==> src/rtl/sfw_pkg.sv <==
// Shared types for the slave FIFO write sequencer.
package sfw_pkg;
    // Bus phases: idle, address/select settling, word streaming.
    typedef enum logic [1:0] {
        ST_IDLE  = 2'd0,
        ST_SETUP = 2'd1,
        ST_RUN   = 2'd2
    } sfw_state_t;
endpackage

==> src/rtl/sfw_pkt_track.sv <==
// Running word counter modulo the auto-commit length.
// It decides whether the word now on the bus carries its own packet-end,
// or whether it needs a packet-end on a separate later cycle.
// Assumes: word_done pulses once per written word; cfg_len is stable
// while packets are in flight.
module sfw_pkt_track #(
    parameter int LEN_W = 8
) (
    input  logic             clk,
    input  logic             rst_n,
    input  logic [LEN_W-1:0] cfg_len,
    input  logic             word_done,
    input  logic             word_last,
    output logic             cmt_with_word,
    output logic             cmt_deferred
);
    logic [LEN_W-1:0] cnt_q;
    logic             after_auto_q;
    logic [LEN_W-1:0] cnt_next;
    logic             hits_len;
    logic             short_end;
    logic             lone_after_auto;

    // Decode what the current bus word means for the packet boundary.
    always_comb begin
        cnt_next        = cnt_q + 1'b1;
        hits_len        = (cnt_next == cfg_len);
        short_end       = word_last && !hits_len;
        lone_after_auto = (cnt_q == '0) && after_auto_q;
        cmt_with_word   = short_end && !lone_after_auto;
        cmt_deferred    = short_end && lone_after_auto;
    end

    // Advance the count and remember whether the last word closed an auto packet.
    always_ff @(posedge clk) begin
        if (!rst_n) begin
            cnt_q        <= '0;
            after_auto_q <= 1'b0;
        end else if (word_done) begin
            cnt_q        <= (hits_len || word_last) ? '0 : cnt_next;
            after_auto_q <= hits_len;
        end
    end
endmodule

==> src/rtl/sfw_out_stage.sv <==
// Single-entry output register that holds the word driven on the bus.
// Assumes: load and drop may coincide; load wins and refills the slot.
module sfw_out_stage #(
    parameter int DATA_W = 16
) (
    input  logic              clk,
    input  logic              rst_n,
    input  logic              load,
    input  logic [DATA_W-1:0] in_data,
    input  logic              in_last,
    input  logic              drop,
    output logic [DATA_W-1:0] out_data,
    output logic              out_last,
    output logic              pend
);
    // Capture a new word, or empty the slot once its word is written.
    always_ff @(posedge clk) begin
        if (!rst_n) begin
            out_data <= '0;
            out_last <= 1'b0;
            pend     <= 1'b0;
        end else if (load) begin
            out_data <= in_data;
            out_last <= in_last;
            pend     <= 1'b1;
        end else if (drop) begin
            pend     <= 1'b0;
        end
    end
endmodule

==> src/rtl/sfw_bus_fsm.sv <==
// Bus phase sequencer. It latches the address when leaving idle, then
// spends one settle cycle with select asserted before streaming begins.
// It also issues the stand-alone packet-end cycle and returns to idle
// once nothing is pending.
// Assumes: defer_hit is only meaningful together with word_done.
module sfw_bus_fsm
    import sfw_pkg::*;
#(
    parameter int ADDR_W = 2
) (
    input  logic              clk,
    input  logic              rst_n,
    input  logic [ADDR_W-1:0] cfg_addr,
    input  logic              src_valid,
    input  logic              pend,
    input  logic              word_done,
    input  logic              defer_hit,
    output logic [ADDR_W-1:0] addr_q,
    output logic              run,
    output logic              selected,
    output logic              lone_cmt_q
);
    sfw_state_t state_q;

    // Phase transitions and address capture.
    always_ff @(posedge clk) begin
        if (!rst_n) begin
            state_q <= ST_IDLE;
            addr_q  <= '0;
        end else begin
            case (state_q)
                ST_IDLE: if (src_valid) begin
                    state_q <= ST_SETUP;
                    addr_q  <= cfg_addr;
                end
                ST_SETUP: state_q <= ST_RUN;
                ST_RUN: if (!pend && !lone_cmt_q && !src_valid)
                    state_q <= ST_IDLE;
                default: state_q <= ST_IDLE;
            endcase
        end
    end

    // Stand-alone packet-end cycle after a deferred one-word packet.
    always_ff @(posedge clk) begin
        if (!rst_n) lone_cmt_q <= 1'b0;
        else        lone_cmt_q <= word_done && defer_hit;
    end

    // Phase decode for the datapath.
    always_comb begin
        run      = (state_q == ST_RUN);
        selected = (state_q != ST_IDLE);
    end
endmodule

==> src/rtl/slave_fifo_writer.sv <==
// Write-side controller for a synchronous slave FIFO.
// It turns a valid/ready word stream with an end-of-packet flag into
// address, select, strobe, data and packet-end signals on the shared clock.
// Assumes: the FIFO samples on the rising edge, and fifo_full is valid
// before that edge.
module slave_fifo_writer #(
    parameter int DATA_W = 16,
    parameter int ADDR_W = 2,
    parameter int LEN_W  = 8
) (
    input  logic              clk,
    input  logic              rst_n,
    input  logic [ADDR_W-1:0] cfg_addr,
    input  logic [LEN_W-1:0]  cfg_auto_len,
    input  logic              src_valid,
    output logic              src_ready,
    input  logic [DATA_W-1:0] src_data,
    input  logic              src_last,
    input  logic              fifo_full,
    output logic [ADDR_W-1:0] bus_addr,
    output logic              bus_sel_n,
    output logic              bus_wstb_n,
    output logic [DATA_W-1:0] bus_wdata,
    output logic              bus_commit_n
);
    logic pend, run, selected, lone_cmt_q;
    logic word_done, load, out_last;
    logic cmt_with_word, cmt_deferred;
    logic [ADDR_W-1:0] addr_q;

    // Handshake and bus strobe decode.
    always_comb begin
        word_done    = run && pend && !fifo_full;
        src_ready    = run && !lone_cmt_q && (!pend || (!fifo_full && !cmt_deferred));
        load         = src_valid && src_ready;
        bus_addr     = addr_q;
        bus_sel_n    = !selected;
        bus_wstb_n   = !word_done;
        bus_commit_n = !((word_done && cmt_with_word) || lone_cmt_q);
    end

    sfw_bus_fsm #(.ADDR_W(ADDR_W)) u_fsm (
        .clk        (clk),
        .rst_n      (rst_n),
        .cfg_addr   (cfg_addr),
        .src_valid  (src_valid),
        .pend       (pend),
        .word_done  (word_done),
        .defer_hit  (cmt_deferred),
        .addr_q     (addr_q),
        .run        (run),
        .selected   (selected),
        .lone_cmt_q (lone_cmt_q)
    );

    sfw_out_stage #(.DATA_W(DATA_W)) u_out (
        .clk      (clk),
        .rst_n    (rst_n),
        .load     (load),
        .in_data  (src_data),
        .in_last  (src_last),
        .drop     (word_done),
        .out_data (bus_wdata),
        .out_last (out_last),
        .pend     (pend)
    );

    sfw_pkt_track #(.LEN_W(LEN_W)) u_trk (
        .clk           (clk),
        .rst_n         (rst_n),
        .cfg_len       (cfg_auto_len),
        .word_done     (word_done),
        .word_last     (out_last),
        .cmt_with_word (cmt_with_word),
        .cmt_deferred  (cmt_deferred)
    );
endmodule

==> config.mk <==
export PLATFORM = sky130hd
export DESIGN_NAME = slave_fifo_writer
export DESIGN_NICKNAME = d
export VERILOG_FILES = /design/src/rtl/sfw_pkg.sv /design/src/rtl/sfw_pkt_track.sv /design/src/rtl/sfw_out_stage.sv /design/src/rtl/sfw_bus_fsm.sv /design/src/rtl/slave_fifo_writer.sv
export SDC_FILE = /design/constraint.sdc
export NUM_CORES = 1
export LEC_CHECK = 0
export ABC_AREA = 1
export BUFFER_PORTS_ARGS = -buffer_cell sky130_fd_sc_hd__buf_2
export CAP_MARGIN = 10
export CORE_MARGIN = 1.5
export CORE_UTILIZATION = 52
export CTS_CLUSTER_SIZE = 14
export DETAILED_ROUTE_END_ITERATION = 16
export HOLD_SLACK_MARGIN = 0.12
export PLACE_DENSITY = 0.8
export SYNTH_ARGS = -nofsm -noshare
export SYNTH_HDL_FRONTEND = slang
export SYNTH_SLANG_ARGS = --single-unit
==> constraint.sdc <==
create_clock -name clk -period 2.5 [get_ports clk]
set_input_delay 0.125 -clock clk [delete_from_list [all_inputs] [get_ports clk]]
set_output_delay 0.125 -clock clk [all_outputs]
set_load 0.02 [all_outputs]
Yosys cells after proc, flatten, opt, wreduce, memory -nomap -nowiden
Index checks and enable logic that the tools add are counted.
{"block": "totals", "regBits": 32, "word_cells": 53}
{"block": "classes", "n_addsub": 1, "eq_ne": 5, "muxes": 6, "n_reduce_logical": 33}
{"op": "1-bit logical AND", "n": 14}
{"op": "1-bit logical NOT", "n": 10}
{"op": "8-bit by 1-bit adder with 8-bit output, second input constant", "n": 1}
{"op": "8-bit == test", "n": 1}
{"op": "8-bit logical NOT", "n": 1}
{"op": "8-bit two-way mux", "n": 1}
{"op": "2-bit one-hot mux with 3 select lines", "n": 1}
{"op": "2-bit two-way mux", "n": 2}
{"op": "2-bit AND reduction", "n": 2}
{"op": "2-bit nonzero test", "n": 2}
{"op": "1-bit logical OR", "n": 3}
{"op": "2-bit by 1-bit == test with 1-bit output, second input constant", "n": 1}
{"op": "2-bit == test, second input constant", "n": 1}
{"op": "2-bit logical NOT", "n": 1}
{"op": "1-bit two-way mux", "n": 2}
{"op": "2-bit by 1-bit inequality test with 1-bit output, second input constant", "n": 1}
{"op": "2-bit inequality test, second input constant", "n": 1}

Longest topological paths before layout
Gate-level depths: netlist of run 1.
{"block": "depth", "depth_word": 11, "ltp_mapped": 18}

By module
From an unflattened synthesis of run 1, not the netlist that was laid out.
{"block": "unflattened", "hier_cells": 248, "area_unflattened_um2": 1705.4}
{"module": "sfw_pkt_track", "instances": 1, "cells_per_inst": 126, "area_per_inst_um2": 765.7}
{"module": "sfw_out_stage", "instances": 1, "cells_per_inst": 78, "area_per_inst_um2": 659.4}
{"module": "sfw_bus_fsm", "instances": 1, "cells_per_inst": 29, "area_per_inst_um2": 214.0}
{"module": "slave_fifo_writer", "instances": 1, "cells_per_inst": 15, "area_per_inst_um2": 66.3}

Worst setup path after synthesis of run 1
OpenSTA, ideal clock, no wires.
{"block": "synth_timing", "path_kind": "reg-to-output", "startpoint": "register u_trk.cnt_q[0]", "endpoint": "output port src_ready", "arrival_ns": 1.922, "required_time_ns": 2.375, "path_slack_ns": 0.453, "path_stages_with_launch": 12, "n_path_buf": 0, "path_cell_list": "dfxtp_1 > inv_1 > ha_1 > xnor2_1 > nand2_1 > nor2_1 > nand2_1 > nor2_1 > nand3_1 > nand2_1 > nand2_2 > a21boi_0"}
{"block": "synth_between", "elab_chain_len": 9, "word_cells_on_any_way": 11, "cone_classes": "add/sub: 1; eq/ne: 1; reduce/logical: 9"}
{"item": "from (decl)", "line_no": "sfw_pkt_track.sv:17", "rtl": "logic [LEN_W-1:0] cnt_q;"}
{"item": "from (signal assigned)", "line_no": "sfw_pkt_track.sv:40", "rtl": "cnt_q <= (hits_len || word_last) ? '0 : cnt_next;"}
{"item": "8-bit by 1-bit adder with 8-bit output", "line_no": "sfw_pkt_track.sv:26", "rtl": "cnt_next = cnt_q + 1'b1;"}
{"item": "8-bit == test", "line_no": "sfw_pkt_track.sv:27", "rtl": "hits_len = (cnt_next == cfg_len);"}
{"item": "1-bit logical NOT", "line_no": "sfw_pkt_track.sv:28", "rtl": "short_end = word_last && !hits_len;"}
{"item": "1-bit logical AND", "line_no": "sfw_pkt_track.sv:28"}
{"item": "1-bit logical AND (*)", "line_no": "sfw_pkt_track.sv:31", "rtl": "cmt_deferred = short_end && lone_after_auto;"}
{"item": "1-bit logical NOT (*)", "line_no": "slave_fifo_writer.sv:34", "rtl": "src_ready = run && !lone_cmt_q && (!pend || (!fifo_full && !cmt_deferred));"}
{"item": "1-bit logical AND (*)", "line_no": "slave_fifo_writer.sv:34"}
{"item": "1-bit logical OR (*)", "line_no": "slave_fifo_writer.sv:34"}
{"item": "1-bit logical AND (*)", "line_no": "slave_fifo_writer.sv:34"}
{"item": "to (decl)", "line_no": "slave_fifo_writer.sv:16", "rtl": "output logic src_ready,"}
Mark *: on every way between the ends. The rest lies on a longest branch, timed or not.

Final worst setup path of run 1
{"block": "layout_timing", "startpoint": "register u_trk.cnt_q[0]", "endpoint": "output port bus_commit_n"}
{"block": "layout_between", "elab_chain_len": 8, "word_cells_on_any_way": 11, "cone_classes": "add/sub: 1; eq/ne: 1; reduce/logical: 9"}
{"item": "8-bit by 1-bit adder with 8-bit output", "line_no": "sfw_pkt_track.sv:26"}
{"item": "8-bit == test", "line_no": "sfw_pkt_track.sv:27"}
{"item": "1-bit logical NOT", "line_no": "sfw_pkt_track.sv:28"}
{"item": "1-bit logical AND", "line_no": "sfw_pkt_track.sv:28"}
{"item": "1-bit logical AND (*)", "line_no": "sfw_pkt_track.sv:30", "rtl": "cmt_with_word = short_end && !lone_after_auto;"}
{"item": "1-bit logical AND (*)", "line_no": "slave_fifo_writer.sv:39", "rtl": "bus_commit_n = !((word_done && cmt_with_word) || lone_cmt_q);"}
{"item": "1-bit logical OR (*)", "line_no": "slave_fifo_writer.sv:39"}
{"item": "1-bit logical NOT (*)", "line_no": "slave_fifo_writer.sv:39"}
{"item": "to (decl)", "line_no": "slave_fifo_writer.sv:24", "rtl": "output logic bus_commit_n"}
Marked as above.

==> metrics.md, run 1 <==
| Metric | Value |
|---|---|
| Status | `finished clean` |
| Clock transition at path regs | `0.09 ns` |
| CTS max path bufs | `2` |
| Crit start category | `flop` |
| Final Hold Viols | `0` |
| Library cells used by synthesis | `32` |
| DRC viols | `0` |
| Final GP Congestion | `0.8205` |
| Tightest Pin Transition | `0.4126 ns` |
| Share of cells above drive strength 1 | `0.2513` |
| Commonest cells post-synth | `inv_1 (75), nand2_1 (63), nor2_1 (33)` |
| Gate power share | `0.170` |
| Clock root buffer | `clkbuf_4` |
| Critical path class | `reg2out` |
| Power Density | `412.3 mW/mm^2` |
| DIE HEIGHT | `63.42 um` |
| Switch Pwr | `277.1 uW` |
| Main flop type after synthesis | `dfxtp_1` |
| Most frequent cell after synthesis | `inv_1` |
| FF+latch count, synth | `32` |
| Place WS | `0.2938 ns` |
| Synth area leaders | `dfxtp_1 (34%), inv_1 (15%), nand2_1 (12%)` |
| DRT Wirelength | `4.697 mm` |
| Clk pwr share | `0.304` |
| Gr usage total | `0.2492` |
| Syn_nets | `334` |
| Period minus WS final | `2.410 ns` |
| Slew HR | `0.7249` |
| Mapped cell area | `0.001898 mm^2` |
| Vias in the first global route | `1856` |
| Iter 0 DRT Violations | `105` |
| Crit. End Element | `primary output` |
| Max Clock Freq | `415.0 MHz` |
| EDFF count, synth | `0` |
| Final setup violation count | `0` |
| Die width | `63.42 um` |
| Tcrit/Tclk final | `0.9639` |
| Avg WL per Cell | `11.18 um` |
| Largest net degree at the start of global routing | `23` |
| Clock skew | `0.003682 ns` |
| Vias | `2028` |
| Worst EP arrival | `2.28 ns` |
| Crit path required time | `2.38 ns` |
| Sequential element share of the synthesized area | `0.3375` |
| CTS tree | `yes` |
| Min setup slack post-route | `0.09037 ns` |
| Synth area leader | `dfxtp_1` |
| Site row count | `21` |
| Synth top area share | `0.3375` |
| DRT Pass-1 Iters | `4` |
| Core ar. | `0.003416 mm^2` |
| Initial core utilization | `0.5557` |
| Remaining antenna violation count after routing | `0` |
| # nets final | `406` |
| TritonCTS Buffers | `5` |
| Max Slew Vio Count | `0` |
| Leakage | `0.001282 uW` |
| Switching Share | `0.2732` |
| Initial antenna violation count | `0` |
| CTS Sinks | `32` |
| Gr ovfl total | `0` |
| IO Port Bufs | `52` |
| Async SR Flop Fraction | `0` |
| ANT cells | `0` |
| VDD IR max | `0.2790 mV` |
| Post-DP HPWL | `2.977 mm` |
| # IOs | `53` |
| Die area | `0.004021 mm^2` |
| Max-cap viol count | `0` |
| Unrepaired setup endpoints after global routing | `yes` |
| Worst hold path class | `in2reg` |
| Seq pwr share | `0.526` |
| Syn Inst Count | `301` |
| Internal power | `737.1 uW` |
| H-tree depth | `2` |
| First-pass GRT wire length | `7.914 mm` |
| Max FO, Critical Path | `5` |
| Final Power | `1014 uW` |
| Post-DR vias/cell | `4.829` |
| Worst skew pair latency | `0.33 ns` |
| Area grow syn2layout | `29.60%` |
| Syn Area/Cell | `6.306 um^2` |
| Synthesis Warnings | `0` |
[registers in the layout, indices dropped and copies added, names as in the netlist]
register            count
u_out.out_last          1
u_out.pend              1
u_out.out_data         16
u_trk.cnt_q             8
u_fsm.state_q           2
u_fsm.addr_q            2
u_fsm.lone_cmt_q        1
u_trk.after_auto_q      1
[layer usage]
layer,vias up,GRT usage,wire (um)
li1,1063,-,-
met4,0,0.08696,63
met3,7,0.05714,274
met1,891,0.2979,2062
met2,67,0.4355,2297
met5,-,0,0
[repair_timing]
action / CTS / global route
endpoints found under the setup margin: 1 / 2
hold endpoints to repair: 15 / 0
setup buffers: 0 / 3
pin swaps: 0 / 2
hold buffers: 15 / 0
gates resized for setup: 1 / 8
[through the flow]
step	hold WS, ns	utilization	cell area, um^2	instances	setup TNS [ns]
2_1_floorplan	0.2634	-	1898	301	0
3_3_place_gp	0.3756	0.6440	2200	394	0
3_5_place_dp	0.3833	0.6440	2200	394	0
4_1_cts	0.1250	0.7055	2410	417	0
5_1_grt	0.1475	0.7201	2460	420	-0.09510
6_report	0.1203	0.7201	2460	420	0
[cells in the final DEF, fill, tap and decap left out, types with 4 or more instances in the layout]
cell type / instances
a21oi_1: 9
o21ai_0: 4
nand4_1: 20
nand3_1: 22
nand2_1: 62
nor2_1: 33
dlygate4sd3_1: 15
clkbuf_4: 5
dfxtp_1: 30
buf_2: 51
inv_1: 74
nand2_2: 13
buf_4: 8
[final cells by class]
type                       count  area (um^2)
fill                         303        955.9
timing repair buffer          74        465.4
multi-input combinational    184        943.4
sequential                    32        645.6
inverter                      76        289.0
tap                           46        57.56
clock buffer                   8        58.81
[power groups by stage]
stage	logic (uW)	registers (uW)	clock network [uW]
detailed placement	150	546	0
global placement	148	546	0
finish	172	533	309
CTS	168	534	317
floorplan	81.1	561	0
global route	193	536	342
[path summary, 6_finish.rpt]
path / startpoint / endpoint / slack (ns) / cells after the start
max: u_trk.cnt_q[0]$_SDFFE_PN0P_ / bus_commit_n / 0.09 / 13
min: src_data[13] / u_out.out_data[13]$_SDFFE_PN0P_ / 0.12 / 5
max reg2reg: u_trk.cnt_q[2]$_SDFFE_PN0P_ / u_trk.cnt_q[3]$_SDFFE_PN0P_ / 0.23 / 14
min reg2reg: u_fsm.addr_q[1]$_SDFFE_PN0P_ / u_fsm.addr_q[1]$_SDFFE_PN0P_ / 0.50 / 2
[kinds of logic after synthesis]
kind of cell	synth area share
compound gates	0.05274
xor+xnor	0.009230
fa+ha+maj	0.01318
buf+inv	0.1747
flops	0.3375
simple gates	0.4127
[worst max-delay path, stage by stage, from the launching register on]
cell	delay, ns
dfxtp_4	0.38
clkinvlp_4	0.15
ha_4	0.28
xnor2_1	0.14
nand2_1	0.09
nor2_1	0.12
nand2_1	0.06
nor2_1	0.09
nand3_1	0.11
nand2_2	0.09
inv_1	0.05
a31o_2	0.20
inv_1	0.06
buf_4	0.13
Power figures use the tool's default switching activity.
==> run 2: changes to the inputs <==
==> constraint.sdc (replaced) <==
create_clock -name clk -period 2.5 [get_ports clk]
set_input_delay 0.125 -clock clk [delete_from_list [all_inputs] [get_ports clk]]
set_output_delay 0.125 -clock clk [all_outputs]
set_load 0.005 [all_outputs]
==> metrics.md, run 2 (synthesized netlist as in run 1, its figures left out) <==
| Metric | Value |
|---|---|
| Largest Register | `u_out.out_data` |
| Max-cap viol count | `0 (unchanged)` |
| Die area | `0.004021 mm^2 (unchanged)` |
| Final GP Congestion | `0.7944 (-3.2%)` |
| Final Hold Viols | `0 (unchanged)` |
| Share of cells above drive strength 1 | `0.2466 (-0.004688)` |
| DRC viols | `0 (unchanged)` |
| Hold Path End | `u_out.out_data[8]$_SDFFE_PN0P_` |
| # nets final | `405 (-0.25%)` |
| DIE HEIGHT | `63.42 um (unchanged)` |
| Status | `finished clean` |
| Gr usage total | `0.2466 (-0.002535)` |
| IO Port Bufs | `52 (unchanged)` |
| First-pass GRT wire length | `7.776 mm (-1.7%)` |
| Crit start category | `flop` |
| VDD IR max | `0.3520 mV (+26%)` |
| CTS tree | `yes` |
| Post-layout util | `0.7220 (+0.001831)` |
| Cells on worst reg2reg path | `15 (+1)` |
| Worst path cell trace | `inv_1 > ha_4 > xnor2_1 > nand2_1 > nor2_1 > nand2_1 > nor2_1 > nand3_1 > nand2_2 > inv_1 > a31o_2 > inv_1 > buf_2` |
| Top Usage Layer GRT | `met2` |
| TritonCTS Buffers | `5 (unchanged)` |
| Fill count | `316 (+4.3%)` |
| Hold WS | `0.1188 ns (-0.001485 ns)` |
| WHS Path Cells | `5 (unchanged)` |
| Largest net degree at the start of global routing | `23 (unchanged)` |
| Clock skew | `0.01180 ns (+0.008115 ns)` |
| DRT Pass-1 Iters | `4 (unchanged)` |
| Critical path class | `reg2out` |
| Commonest cells after routing, fill and taps aside | `inv_1 (75), nand2_1 (62), buf_2 (52)` |
| Leading cell type in the layout, fill and taps excluded | `inv_1` |
| Area grow syn2layout | `29.93%` |
| Worst skew pair latency | `0.34 ns (about the same)` |
| Avg WL per Cell | `11.28 um (+0.88%)` |
| Post-DR vias/cell | `4.850 (+0.44%)` |
| Clock transition at path regs | `0.11 ns (+0.02 ns)` |
| ANT cells | `0 (unchanged)` |
| Power Density | `440.6 mW/mm^2 (+6.9%)` |
| Met3 global-route usage | `0.05893 (+0.001786)` |
| R2R Setup Slk | `0.24 ns (about the same)` |
| Worst path slowest cell | `dfxtp_2` |
| Core ar. | `0.003416 mm^2 (unchanged)` |
| Max Clock Freq | `422.5 MHz (+1.8%)` |
| Initial core utilization | `0.5557 (unchanged)` |
| CP max stage delay | `0.35 ns (-0.03 ns)` |
| CP dominant cell by count | `inv_1` |
| Gr ovfl total | `0 (unchanged)` |
| Remaining antenna violation count after routing | `0 (unchanged)` |
| DRT Wirelength | `4.727 mm (+0.64%)` |
| Vias in the first global route | `1805 (-2.7%)` |
| Post-DP HPWL | `3.157 mm (+6.0%)` |
| Leakage | `0.001281 uW (-0.10%)` |
| Iter 0 DRT Violations | `130 (+24%)` |
| Slew HR | `0.7387 (+0.01376)` |
| Crit. End Element | `primary output` |
| Crit path required time | `2.38 ns (about the same)` |
| Final setup violation count | `0 (unchanged)` |
| Vias | `2032 (+0.20%)` |
| Tightest Pin Transition | `0.3920 ns (-0.02065 ns)` |
| Die width | `63.42 um (unchanged)` |
| Worst Hold Launch | `src_data[8]` |
| Max Slew Vio Count | `0 (unchanged)` |
| Max FO, Critical Path | `5 (unchanged)` |
| Worst EP arrival | `2.24 ns (-0.04 ns)` |
| Site row count | `21 (unchanged)` |
| Clock root buffer | `clkbuf_4` |
| Period minus WS final | `2.367 ns (-0.04279 ns)` |
| # IOs | `53 (unchanged)` |
| Met1 GRT Util | `0.3100 (+0.01213)` |
| Top flop regs | `u_out.out_data (16), u_trk.cnt_q (8)` |
| Tcrit/Tclk final | `0.9467 (-0.01712)` |
| Setup TNS | `0 ns (unchanged)` |
| CTS Sinks | `32 (unchanged)` |
| Max reg flops | `16 (unchanged)` |
| Worst r2r dst | `u_out.out_data[14]$_SDFFE_PN0P_` |
| CTS max path bufs | `2 (unchanged)` |
| GRT met2 Usage | `0.4092 (-0.02632)` |
| Worst R2R Start | `u_trk.cnt_q[0]$_SDFFE_PN0P_` |
| Initial antenna violation count | `0 (unchanged)` |
| H-tree depth | `2 (unchanged)` |
| Worst hold path class | `in2reg` |
[run 2: worst max-delay path by stage]
stage,cells after the start,startpoint,end
floorplan,16,u_trk.cnt_q[0]$_SDFFE_PN0P_,u_out.out_data[10]$_SDFFE_PN0P_
global placement,15,u_trk.cnt_q[0]$_SDFFE_PN0P_,u_out.out_data[11]$_SDFFE_PN0P_
CTS,13,u_trk.cnt_q[0]$_SDFFE_PN0P_,bus_commit_n
finish,13,u_trk.cnt_q[0]$_SDFFE_PN0P_,bus_commit_n
detailed placement,15,u_trk.cnt_q[0]$_SDFFE_PN0P_,u_out.out_data[2]$_SDFFE_PN0P_
global route,12,u_trk.cnt_q[2]$_SDFFE_PN0P_,bus_commit_n
[run 2: report_power, final]
part / leakage [uW] / switching (uW) / total [uW] / internal [uW]
registers: 0.000260 / 9.55 / 535 / 525
clock network: 0.0000422 / 186 / 395 / 209
logic: 0.000978 / 81.6 / 157 / 75.0
[run 2: routing by layer]
metal / share of wire / wire length (um)
met1: 0.45 / 2104
met2: 0.47 / 2235
met4: 0.018 / 83
met5: 0 / 0
met3: 0.064 / 303
[run 2: cell type report]
cell class / instances / area [um^2] / share of cell area
Multi-Input combinational cell: 185 / 953.4 / 0.3866
Sequential cell: 32 / 643.1 / 0.2608
Tap cell: 46 / 57.56 / 0.02334
Clock buffer: 6 / 41.29 / 0.01674
Inverter: 76 / 285.3 / 0.1157
Timing Repair Buffer: 72 / 450.4 / 0.1826
Clock inverter: 2 / 35.03 / 0.01421
[run 2: critical path, delay by kind of cell (launching register included)]
family	cells	cell delay [ns]
simple gates	6	0.56
buf+inv	4	0.41
flops	1	0.35
fa+ha+maj	1	0.25
compound gates	1	0.20
xor+xnor	1	0.14
[run 2: what timing repair did]
| action | in CTS | in global routing |
|---|---|---|
| setup buffers | 0 | 0 |
| hold buffers | 16 | 0 |
| hold endpoints to repair | 16 | 0 |
| setup endpoints to repair | 0 | 20 |
| resized for setup | 0 | 6 |
[run 2: per-stage QoR]
stage,instance area (um^2),worst slack [ns],instances,total power (uW)
2_1_floorplan,1898,0.4889,301,625.1
3_3_place_gp,2200,0.2582,394,676.0
3_5_place_dp,2200,0.1978,394,679.3
4_1_cts,2436,0.03520,418,1087
5_1_grt,2466,-0.01996,419,1143
6_report,2466,0.1332,419,1087
==> run 3: changes to the inputs <==
--- a/config.mk
+++ b/config.mk
@@ -7,13 +7,13 @@
 export LEC_CHECK = 0
 export ABC_AREA = 1
 export BUFFER_PORTS_ARGS = -buffer_cell sky130_fd_sc_hd__buf_2
-export CAP_MARGIN = 10
+export CAP_MARGIN = 25
 export CORE_MARGIN = 1.5
 export CORE_UTILIZATION = 52
-export CTS_CLUSTER_SIZE = 14
 export DETAILED_ROUTE_END_ITERATION = 16
 export HOLD_SLACK_MARGIN = 0.12
 export PLACE_DENSITY = 0.8
+export RECOVER_POWER = 50
 export SYNTH_ARGS = -nofsm -noshare
 export SYNTH_HDL_FRONTEND = slang
 export SYNTH_SLANG_ARGS = --single-unit
==> metrics.md, run 3 (synthesized netlist as in run 1, its figures left out) <==
| Metric | Value |
|---|---|
| Worst r2r dst | `u_out.out_data[14]$_SDFFE_PN0P_` |
| Clock transition at path regs | `0.11 ns (about the same)` |
| Clock skew | `0.01297 ns (+0.001169 ns)` |
| Final Hold Viols | `0 (unchanged)` |
| Max reg flops | `16 (unchanged)` |
| IO Port Bufs | `52 (unchanged)` |
| Top flop regs | `u_out.out_data (16), u_trk.cnt_q (8)` |
| Gr usage total | `0.2466 (unchanged)` |
| Gr ovfl total | `0 (unchanged)` |
| Crit start category | `flop` |
| Worst R2R Start | `u_trk.cnt_q[0]$_SDFFE_PN0P_` |
| Post-DR vias/cell | `4.788 (-1.3%)` |
| Core ar. | `0.003416 mm^2 (unchanged)` |
| Initial antenna violation count | `0 (unchanged)` |
| Hold Path End | `u_out.out_data[8]$_SDFFE_PN0P_` |
| Max Clock Freq | `423.3 MHz (+0.20%)` |
| Place WS | `0.1978 ns (unchanged)` |
| Max FO, Critical Path | `5 (unchanged)` |
| Clock root buffer | `clkbuf_4` |
| Remaining antenna violation count after routing | `0 (unchanged)` |
| Initial core utilization | `0.5557 (unchanged)` |
| Tcrit/Tclk final | `0.9449 (-0.001870)` |
| Internal power | `809.0 uW (-0.10%)` |
| Fill count | `317 (+0.32%)` |
| H-tree depth | `2 (unchanged)` |
| Postcts setup bufs | `0 (unchanged)` |
| Die width | `63.42 um (unchanged)` |
| Seq pwr share | `0.492 (about the same)` |
| Iter 0 DRT Violations | `134 (+3.1%)` |
| Clk pwr share | `0.365 (about the same)` |
| Final setup violation count | `0 (unchanged)` |
| Power Density | `442.6 mW/mm^2 (+0.45%)` |
| Worst EP arrival | `2.24 ns (about the same)` |
| TritonCTS Buffers | `5 (unchanged)` |
| Avg WL per Cell | `11.21 um (-0.59%)` |
| Crit path required time | `2.38 ns (about the same)` |
| Crit path launch | `u_trk.cnt_q[0]$_SDFFE_PN0P_` |
| Vias in the first global route | `1805 (unchanged)` |
| Commonest cells after routing, fill and taps aside | `inv_1 (75), nand2_1 (62), buf_2 (45)` |
| Switching Share | `0.2555 (+0.0007145)` |
| Worst skew pair latency | `0.34 ns (about the same)` |
| Critical path class | `reg2out` |
| First-pass GRT wire length | `7.776 mm (unchanged)` |
| CTS Sinks | `32 (unchanged)` |
| Register area | `643.1 um^2 (unchanged)` |
| # nets final | `405 (unchanged)` |
| Tightest Pin Transition | `0.4641 ns (+0.07218 ns)` |
| Slew HR | `0.6906 (-0.04812)` |
| Crit. End Element | `primary output` |
| WHS Path Cells | `5 (unchanged)` |
| # IOs | `53 (unchanged)` |
| DRT Pass-1 Iters | `4 (unchanged)` |
| ANT cells | `0 (unchanged)` |
| VDD IR max | `0.3543 mV (+0.64%)` |
| Post-DP HPWL | `3.157 mm (unchanged)` |
| Leakage | `0.001253 uW (-2.2%)` |
| Period minus WS final | `2.362 ns (-0.004674 ns)` |
| Multi-input gate area | `953.4 um^2 (unchanged)` |
| Max Slew Vio Count | `0 (unchanged)` |
| R2R Setup Slk | `0.25 ns (about the same)` |
| CTS tree | `yes` |
| Worst hold path class | `in2reg` |
| Site row count | `21 (unchanged)` |
| Die area | `0.004021 mm^2 (unchanged)` |
| Post-layout util | `0.7187 (-0.003297)` |
| Vias | `2006 (-1.3%)` |
| Min setup slack post-route | `0.1378 ns (+0.004674 ns)` |
| DRT Wirelength | `4.699 mm (-0.59%)` |
| DIE HEIGHT | `63.42 um (unchanged)` |
| Share of cells above drive strength 1 | `0.2279 (-0.01877)` |
| Cells on worst reg2reg path | `15 (unchanged)` |
| Largest net degree at the start of global routing | `23 (unchanged)` |
| Gate power share | `0.143 (about the same)` |
| Max-cap viol count | `0 (unchanged)` |
| DRC viols | `0 (unchanged)` |
| Final GP Congestion | `0.7944 (unchanged)` |
| Status | `finished clean` |
| Worst Hold Launch | `src_data[8]` |
| Area grow syn2layout | `29.33%` |
| CTS max path bufs | `2 (unchanged)` |
| Largest Register | `u_out.out_data` |
| Leading cell type in the layout, fill and taps excluded | `inv_1` |
| Switch Pwr | `277.6 uW (+0.27%)` |
-- run 3: cell count changes in the layout (fill, tap and decap cells not counted) --
cell,previous run,this run
buf_4,4,3
clkbuf_2,0,1
buf_2,52,45
clkbuf_1,1,8
-- run 3: power groups by stage --
stage               logic, uW  registers (uW)  clock network [uW]
finish                    156             535                 396
global route              177             537                 428
CTS                       153             534                 400
detailed placement        133             546                   0
global placement          130             546                   0
floorplan                78.3             547                   0
-- run 3: cell type report --
type                            instances  share of cell area
Tap cell                               46             0.02345
Timing Repair Buffer                   72              0.1789
Sequential cell                        32              0.2620
Inverter                               76              0.1162
Clock inverter                          2             0.01427
Multi-Input combinational cell        185              0.3884
Clock buffer                            6             0.01682
-- run 3: per-stage QoR --
stage	total power (uW)	TNS, ns	hold slack [ns]	instances	area, um^2
CTS	1087	0	0.1232	418	2436
global placement	676.0	0	0.3802	394	2200
floorplan	625.1	0	0.2634	301	1898
finish	1087	0	0.1268	419	2455
detailed placement	679.3	0	0.3876	394	2200
global route	1142	-0.01996	0.1744	419	2455
-- run 3: worst max-delay path by stage --
stage	end	slack (ns)	depth (start not counted)
2_1_floorplan	u_out.out_data[10]$_SDFFE_PN0P_	0.49	16
3_3_place_gp	u_out.out_data[11]$_SDFFE_PN0P_	0.26	15
3_5_place_dp	u_out.out_data[2]$_SDFFE_PN0P_	0.20	15
4_1_cts	bus_commit_n	0.04	13
5_1_grt	bus_commit_n	-0.02	12
6_report	bus_commit_n	0.14	13
-- run 3: layer usage --
layer | part of all wire | wire (um) | GRT usage | vias up
li1 | - | - | - | 1060
met1 | 0.45 | 2102 | 0.3100 | 883
met2 | 0.48 | 2267 | 0.4092 | 59
met3 | 0.060 | 281 | 0.05893 | 4
met4 | 0.010 | 48 | 0.08967 | 0
met5 | 0 | 0 | 0 | -
-- run 3: worst max-delay path: stages, from the launching register on --
cell	delay, ns
dfxtp_2	0.35
inv_1	0.20
ha_4	0.25
xnor2_1	0.14
nand2_1	0.08
nor2_1	0.10
nand2_1	0.05
nor2_1	0.10
nand3_1	0.13
nand2_2	0.10
inv_1	0.06
a31o_2	0.20
inv_1	0.05
buf_2	0.10
-- run 3: timing repair --
| item | in CTS | in global routing |
|---|---|---|
| setup endpoints to repair | 0 | 20 |
| hold buffers | 16 | 0 |
| endpoints found under the hold margin | 16 | 0 |
| gates resized for setup | 0 | 6 |
